--- src/rtl/stream_mon_pkg.sv ---
package stream_mon_pkg;

  typedef struct packed {
    logic bad_valid;
    logic hold_break;
  } viol_t;

  function automatic logic any_viol(input viol_t v);
    return v.bad_valid | v.hold_break;
  endfunction

endpackage

--- src/rtl/rdy_history.sv ---
module rdy_history #(
  parameter int LAT = 2
) (
  input  logic clk,
  input  logic rst,
  input  logic ready,
  output logic ready_cycle
);

  generate
    if (LAT == 0) begin : g_direct
      assign ready_cycle = ready;
    end else begin : g_chain
      logic [LAT-1:0] hist_q;
      always_ff @(posedge clk) begin
        if (rst) begin
          hist_q <= '0;
        end else begin
          hist_q[0] <= ready;
          for (int i = 1; i < LAT; i++) begin
            hist_q[i] <= hist_q[i-1];
          end
        end
      end
      assign ready_cycle = hist_q[LAT-1];
    end
  endgenerate

endmodule

--- src/rtl/hold_tracker.sv ---
module hold_tracker #(
  parameter int BEAT_W = 12
) (
  input  logic              clk,
  input  logic              rst,
  input  logic              enable,
  input  logic              valid,
  input  logic              ready,
  input  logic [BEAT_W-1:0] beat,
  output logic              hold_break
);

  logic              pend_q;
  logic [BEAT_W-1:0] saved_q;

  // A pending stalled beat must reappear unchanged with valid still high.
  assign hold_break = enable && pend_q && (!valid || (beat != saved_q));

  always_ff @(posedge clk) begin
    if (rst) begin
      pend_q  <= 1'b0;
      saved_q <= '0;
    end else begin
      pend_q <= enable && valid && !ready;
      if (valid && !ready) begin
        saved_q <= beat;
      end
    end
  end

endmodule

--- src/rtl/sat_counter.sv ---
module sat_counter #(
  parameter int W = 32
) (
  input  logic         clk,
  input  logic         rst,
  input  logic         inc,
  output logic [W-1:0] count
);

  localparam logic [W-1:0] TOP = '1;

  logic [W-1:0] cnt_q;

  always_ff @(posedge clk) begin
    if (rst) begin
      cnt_q <= '0;
    end else if (inc && (cnt_q != TOP)) begin
      cnt_q <= cnt_q + 1'b1;
    end
  end

  assign count = cnt_q;

endmodule

--- src/rtl/stream_rl_monitor.sv ---
module stream_rl_monitor
  import stream_mon_pkg::*;
#(
  parameter int LAT    = 2,
  parameter int DATA_W = 32,
  parameter int CHAN_W = 4,
  parameter int ERR_W  = 2,
  parameter int CNT_W  = 32
) (
  input  logic              clk,
  input  logic              rst,
  input  logic              st_valid,
  input  logic              st_ready,
  input  logic [DATA_W-1:0] st_data,
  input  logic [CHAN_W-1:0] st_channel,
  input  logic [ERR_W-1:0]  st_error,
  output logic              viol_pulse,
  output logic              sticky_bad_valid,
  output logic              sticky_hold_err,
  output logic [CNT_W-1:0]  xfer_count
);

  localparam int BEAT_W = DATA_W + CHAN_W + ERR_W;
  localparam int WU_W   = (LAT > 0) ? $clog2(LAT + 1) : 1;

  logic [WU_W-1:0]   wu_q;
  logic              armed;
  logic              ready_cycle;
  logic              xfer_now;
  logic              hold_break;
  logic [BEAT_W-1:0] beat;
  viol_t             viol_now;

  // Warm-up: let the ready history fill before judging the link.
  assign armed = (int'(wu_q) == LAT);

  always_ff @(posedge clk) begin
    if (rst) begin
      wu_q <= '0;
    end else if (!armed) begin
      wu_q <= wu_q + 1'b1;
    end
  end

  rdy_history #(.LAT(LAT)) hist_i (
    .clk         (clk),
    .rst         (rst),
    .ready       (st_ready),
    .ready_cycle (ready_cycle)
  );

  assign beat = {st_error, st_channel, st_data};

  hold_tracker #(.BEAT_W(BEAT_W)) hold_i (
    .clk        (clk),
    .rst        (rst),
    .enable     (armed && (LAT == 0)),
    .valid      (st_valid),
    .ready      (st_ready),
    .beat       (beat),
    .hold_break (hold_break)
  );

  assign xfer_now           = armed && st_valid && ready_cycle;
  assign viol_now.bad_valid = armed && (LAT != 0) && st_valid && !ready_cycle;
  assign viol_now.hold_break = hold_break;

  sat_counter #(.W(CNT_W)) cnt_i (
    .clk   (clk),
    .rst   (rst),
    .inc   (xfer_now),
    .count (xfer_count)
  );

  always_ff @(posedge clk) begin
    if (rst) begin
      viol_pulse       <= 1'b0;
      sticky_bad_valid <= 1'b0;
      sticky_hold_err  <= 1'b0;
    end else begin
      viol_pulse       <= any_viol(viol_now);
      sticky_bad_valid <= sticky_bad_valid | viol_now.bad_valid;
      sticky_hold_err  <= sticky_hold_err | viol_now.hold_break;
    end
  end

endmodule

--- config.mk ---
export PLATFORM = sky130hd
export DESIGN_NAME = stream_rl_monitor
export DESIGN_NICKNAME = d
export VERILOG_FILES = /design/src/rtl/stream_mon_pkg.sv /design/src/rtl/rdy_history.sv /design/src/rtl/hold_tracker.sv /design/src/rtl/sat_counter.sv /design/src/rtl/stream_rl_monitor.sv
export SDC_FILE = /design/constraint.sdc
export NUM_CORES = 1
export LEC_CHECK = 0
export BUFFER_PORTS_ARGS = -buffer_cell sky130_fd_sc_hd__buf_4
export CORE_MARGIN = 4
export CORE_UTILIZATION = 48
export DETAILED_ROUTE_END_ITERATION = 6
export PLACE_DENSITY = 0.77
export SLEW_MARGIN = 20
export SYNTH_ARGS = -nofsm -noshare
export SYNTH_HDL_FRONTEND = slang
export SYNTH_SLANG_ARGS = --single-unit
--- constraint.sdc ---
create_clock -name clk -period 3 [get_ports clk]
set_clock_uncertainty 0.15 [all_clocks]
set_input_delay 0.6 -clock clk [delete_from_list [all_inputs] [get_ports clk]]
set_output_delay 0.6 -clock clk [all_outputs]
set_load 0.01 [all_outputs]
Word level (Yosys, flattened, before mapping)
Cells that the tools add are included.
{ "word_totals": {"elab_cells": 15, "out_inout_bits": 35, "input_bits": 42, "latchBits": 0, "romBits": 0, "memories": 0, "ramBits": 0, "register_bits": 38} }
{ "op_classes": {"n_lt_le_gt_ge": 0, "addsub": 2, "n_eq_ne": 2, "n_div": 0, "reduce_logical": 5, "bitwise": 1, "n_shift": 0, "multipliers": 0, "muxes": 0} }
{ "ops": {"columns": ["op", "n"], "rows": [
  ["32-bit by 1-bit adder with 32-bit output (second input constant)", 1],
  ["32-bit != test (second input constant)", 1],
  ["1-bit logical AND", 4],
  ["2-bit by 1-bit adder with 2-bit output (second input constant)", 1],
  ["2-bit == test (second input constant)", 1],
  ["1-bit logical NOT", 1],
  ["1-bit OR", 1]
]} }

Longest topological paths before layout
{ "logic_depth": {"word_depth": 4, "mapped_depth": 7, "mapped_depth_nobuf": 7} }

Hierarchy
From an unflattened synthesis, not the netlist that was laid out.
{ "unflattened": {"cells_unflattened": 445, "hier_area_um2": 3681.0} }
{ "modules_own_cells": {"columns": ["module", "area_per_inst_um2", "instances", "seq_area_each_um2", "cells_per_inst"], "rows": [
  ["hold_tracker", 1762.9, 1, 780.7, 221],
  ["sat_counter", 1674.1, 1, 640.6, 199],
  ["stream_rl_monitor", 191.4, 1, 100.1, 21],
  ["rdy_history", 52.6, 1, 40.0, 4]
]} }

Worst setup path before layout
No wires, ideal clock.
{ "synth_timing": {"path_type": "flip-flop to flip-flop", "start": "register cnt_i.cnt_q[18], in the netlist cnt_i.count[18]", "end": "register cnt_i.cnt_q[31], in the netlist cnt_i.count[31]", "t_required_ps": 2727, "setup_slack_ps": 820, "synth_period_minus_slack_ps": 2180, "t_arrival_ps": 1906, "stages_incl_launch_ff": 7, "n_path_buf": 1, "cell_sequence": "dfxtp_1 nand4_2 or3_4 nor4b_4 buf_4 nor4_1 mux2_1"} }
{ "synth_via": {"elab_chain_len": 2} }
{ "synth_rtl": {"columns": ["item", "line", "text"], "rows": [
  ["start: declaration", "sat_counter.sv:12", "logic [W-1:0] cnt_q;"],
  ["start signal: assignment", "sat_counter.sv:18", "cnt_q <= cnt_q + 1'b1;"],
  ["branches (longest 2 deep; another with 32-bit by 1-bit adder with 32-bit output)", null, null]
]} }
Parallel ways; which one is timed is not known.
A chain may end at the register's enable or synchronous reset.

Worst setup path in the final report
{ "layout_timing": {"start": "register cnt_i.cnt_q[4], in the netlist cnt_i.count[4]", "end": "register cnt_i.cnt_q[31], in the netlist cnt_i.count[31]"} }
The elaborated chain is that of the path after synthesis.

==> results.tsv <==
metric	value	unit
netlist_instances	226	
synth_nets	270	
worstSetupEndpointType	flip-flop	
post_cts_resize_count	0	
nNetsFinal	306	
grt_start_max_net_pins	37	
cellPowerDensity	448	mW/mm²
worstPathRequired	3.03	ns
gp_congestion	0.862	
synth.top_cells.by_area	dfxtp_1, a21oi_1, nand4_1, or3_1, or4_1	
synth_fa_ha_area_share	1.31	%
firstDrtPassIters	4	
synth.ff_latch_count	38	
cts_max_level	2	
num_antenna_cells	0	
cp-start-kind	flip-flop	
crit_arrival	2.36	ns
vdd_drop_max	0.333	mV
synth_top_cell_by_area	dfxtp_1	
dieHeight	71.2	µm
drt-total-wl	4.40	mm
ant_nets	0	
drc	0	
whs	0.313	ns
cpLargestDelayFamily	simple AND/OR/NAND/NOR gates	
place_ws	0.692	ns
die_width	71.2	µm
path_cells	nand3_1, nor4_4, nor4b_4, buf_4, nor4_1, mux2_1	
setup_slack	0.670	ns
fin_tns_setup	0	ns
ys_types	37	
post-cts-setup-buffer-count	0	
status	complete, no violations	
setup_violations	0	
clkTransAtPathRegs	0.07	ns
fin_area	0.00233	mm²
wl_per_cell	14.2	µm
insertion_delay	0.30	ns
critical_path_class	reg -> reg	
fin_crit_sh	77.7	%
cp_max_fo	16	
critPathBufInv	1	
cts_tree	built	
netlist_top_cells_count	dfxtp_1, a21oi_1, nand2_1	
slew_viol_final	0	
fin_crit	2.33	ns
drt_iter0_drc	124	
avgSynthCellArea	8.47	µm²
hpwlAfterDp	3.02	mm
cts_made_buffers	5	
grt.total_usage	18.8	%
synth_top_family_by_area	simple AND/OR/NAND/NOR gates	
cp_slowest_cell	nor4_4	
ctsHoldBuffers	0	
rsz0062_at_grt	no	
hp-class	reg -> reg	
io_buffers	37	
clock_sinks	38	
finalHoldViolations	0	
antenna_found_initial	0	
grt_pass1_vias	1724	
core-area	0.00374	mm²
synth_edf_count	0	
grt_pass1_wl	7.75	mm
maxCapViolCount	0	
netlist_area	0.00191	mm²
synth-compound-area-share	18.0	%
clockBufferDepth	2	
root_buffer	clkbuf_8	
io_pins	77	
ys_async_sr_fraction	0	%
synth-simple-area-share	34.7	%
drive_above_1_share	21.3	%
ys.flop_type	dfxtp_1	
vias_per_cell	5.92	
area_delta_synth_final	22.0	%
vias	1842	
yosysMostFrequentCell	dfxtp_1	
seq_area_frac_synth	39.7	%
ys_warn_count	0	
post_dp_cell_area	0.00223	mm²
power_leakage	0.860	nW
slowest_delay	0.48	ns
num_rows	22	
yosys.area_share.xor_xnor	1.37	%
synth.area.mux_share	1.11	%
synth_top_area_share	39.7	%
post-route-util	62.4	%
clock.fmax	429	MHz
die_area	0.00506	mm²
start_util	51.1	%
grt_overflow	0	
per-stage QoR:
stage / std cells / power [mW]
after global routing: 311 / 1.09
after detailed placement: 303 / 0.621
after floorplan: 226 / 0.602
final: 311 / 1.04
after global placement: 303 / 0.619
after CTS: 311 / 1.05
cell families after synthesis:
family | Yosys count
buf+inv | 15
simple gates | 106
mux | 2
fa+ha+maj | 2
compound gates | 59
other cells | 1
xor+xnor | 3
flops | 38
area by class of cell:
| cell class | count | area (µm²) |
|---|---|---|
| Tap cell | 48 | 60.1 |
| Clock buffer | 5 | 68.8 |
| Timing Repair Buffer | 41 | 308 |
| Multi-Input combinational cell | 173 | 1090 |
| Clock inverter | 3 | 40.0 |
| Sequential cell | 38 | 761 |
| Inverter | 3 | 11.3 |
| Fill cell | 348 | 1410 |
flip-flops by register name, summed over array words and instances, names as in the netlist:
name and flops:
cnt_i.count 32, viol_pulse 1, hist_i.g_chain.hist_q 2, wu_q 2, sticky_bad_valid 1
per-layer routing:
| metal | track usage (%) | vias up | part of all wire [%] |
|---|---|---|---|
| met4 | 6.26 | 0 | 1.5 |
| met1 | 23.9 | 864 | 48 |
| met2 | 30.6 | 36 | 45 |
| met3 | 5.26 | 5 | 4.7 |
| met5 | 0 | - | 0 |
| li1 | - | 937 | - |
cells in the final DEF, fill, tap and decap left out, drive strengths merged, types with 4 or more instances in the layout:
cell type | netlist | final
nand2 | 16 | 16
o21ai | 14 | 14
a21oi | 27 | 27
or4 | 12 | 12
or3 | 16 | 16
buf | 5 | 41
o31ai | 11 | 11
nor4 | 5 | 5
dfxtp | 38 | 38
nand4 | 16 | 16
clkbuf | 7 | 5
and3 | 4 | 4
nor2 | 12 | 12
nand3 | 12 | 12
final timing paths:
| check | cells past startpoint | to | slack (ns) | from |
|---|---|---|---|---|
| min reg2reg | 1 | hist_i.g_chain.hist_q[1]$_SDFF_PP0_ | 0.31 | hist_i.g_chain.hist_q[0]$_SDFF_PP0_ |
| max reg2reg | 6 | cnt_i.count[31]$_SDFFE_PP0P_ | 0.67 | cnt_i.count[4]$_SDFFE_PP0P_ |
| min | 1 | hist_i.g_chain.hist_q[1]$_SDFF_PP0_ | 0.31 | hist_i.g_chain.hist_q[0]$_SDFF_PP0_ |
| max | 6 | cnt_i.count[31]$_SDFFE_PP0P_ | 0.67 | cnt_i.count[4]$_SDFFE_PP0P_ |
power breakdown:
part	internal (mW)	switching (mW)
clock	0.245	0.191
combinational	0.0324	0.0448
sequential	0.523	0.00929
total	0.800	0.245
No activity file was read; power rests on OpenSTA's default activity.
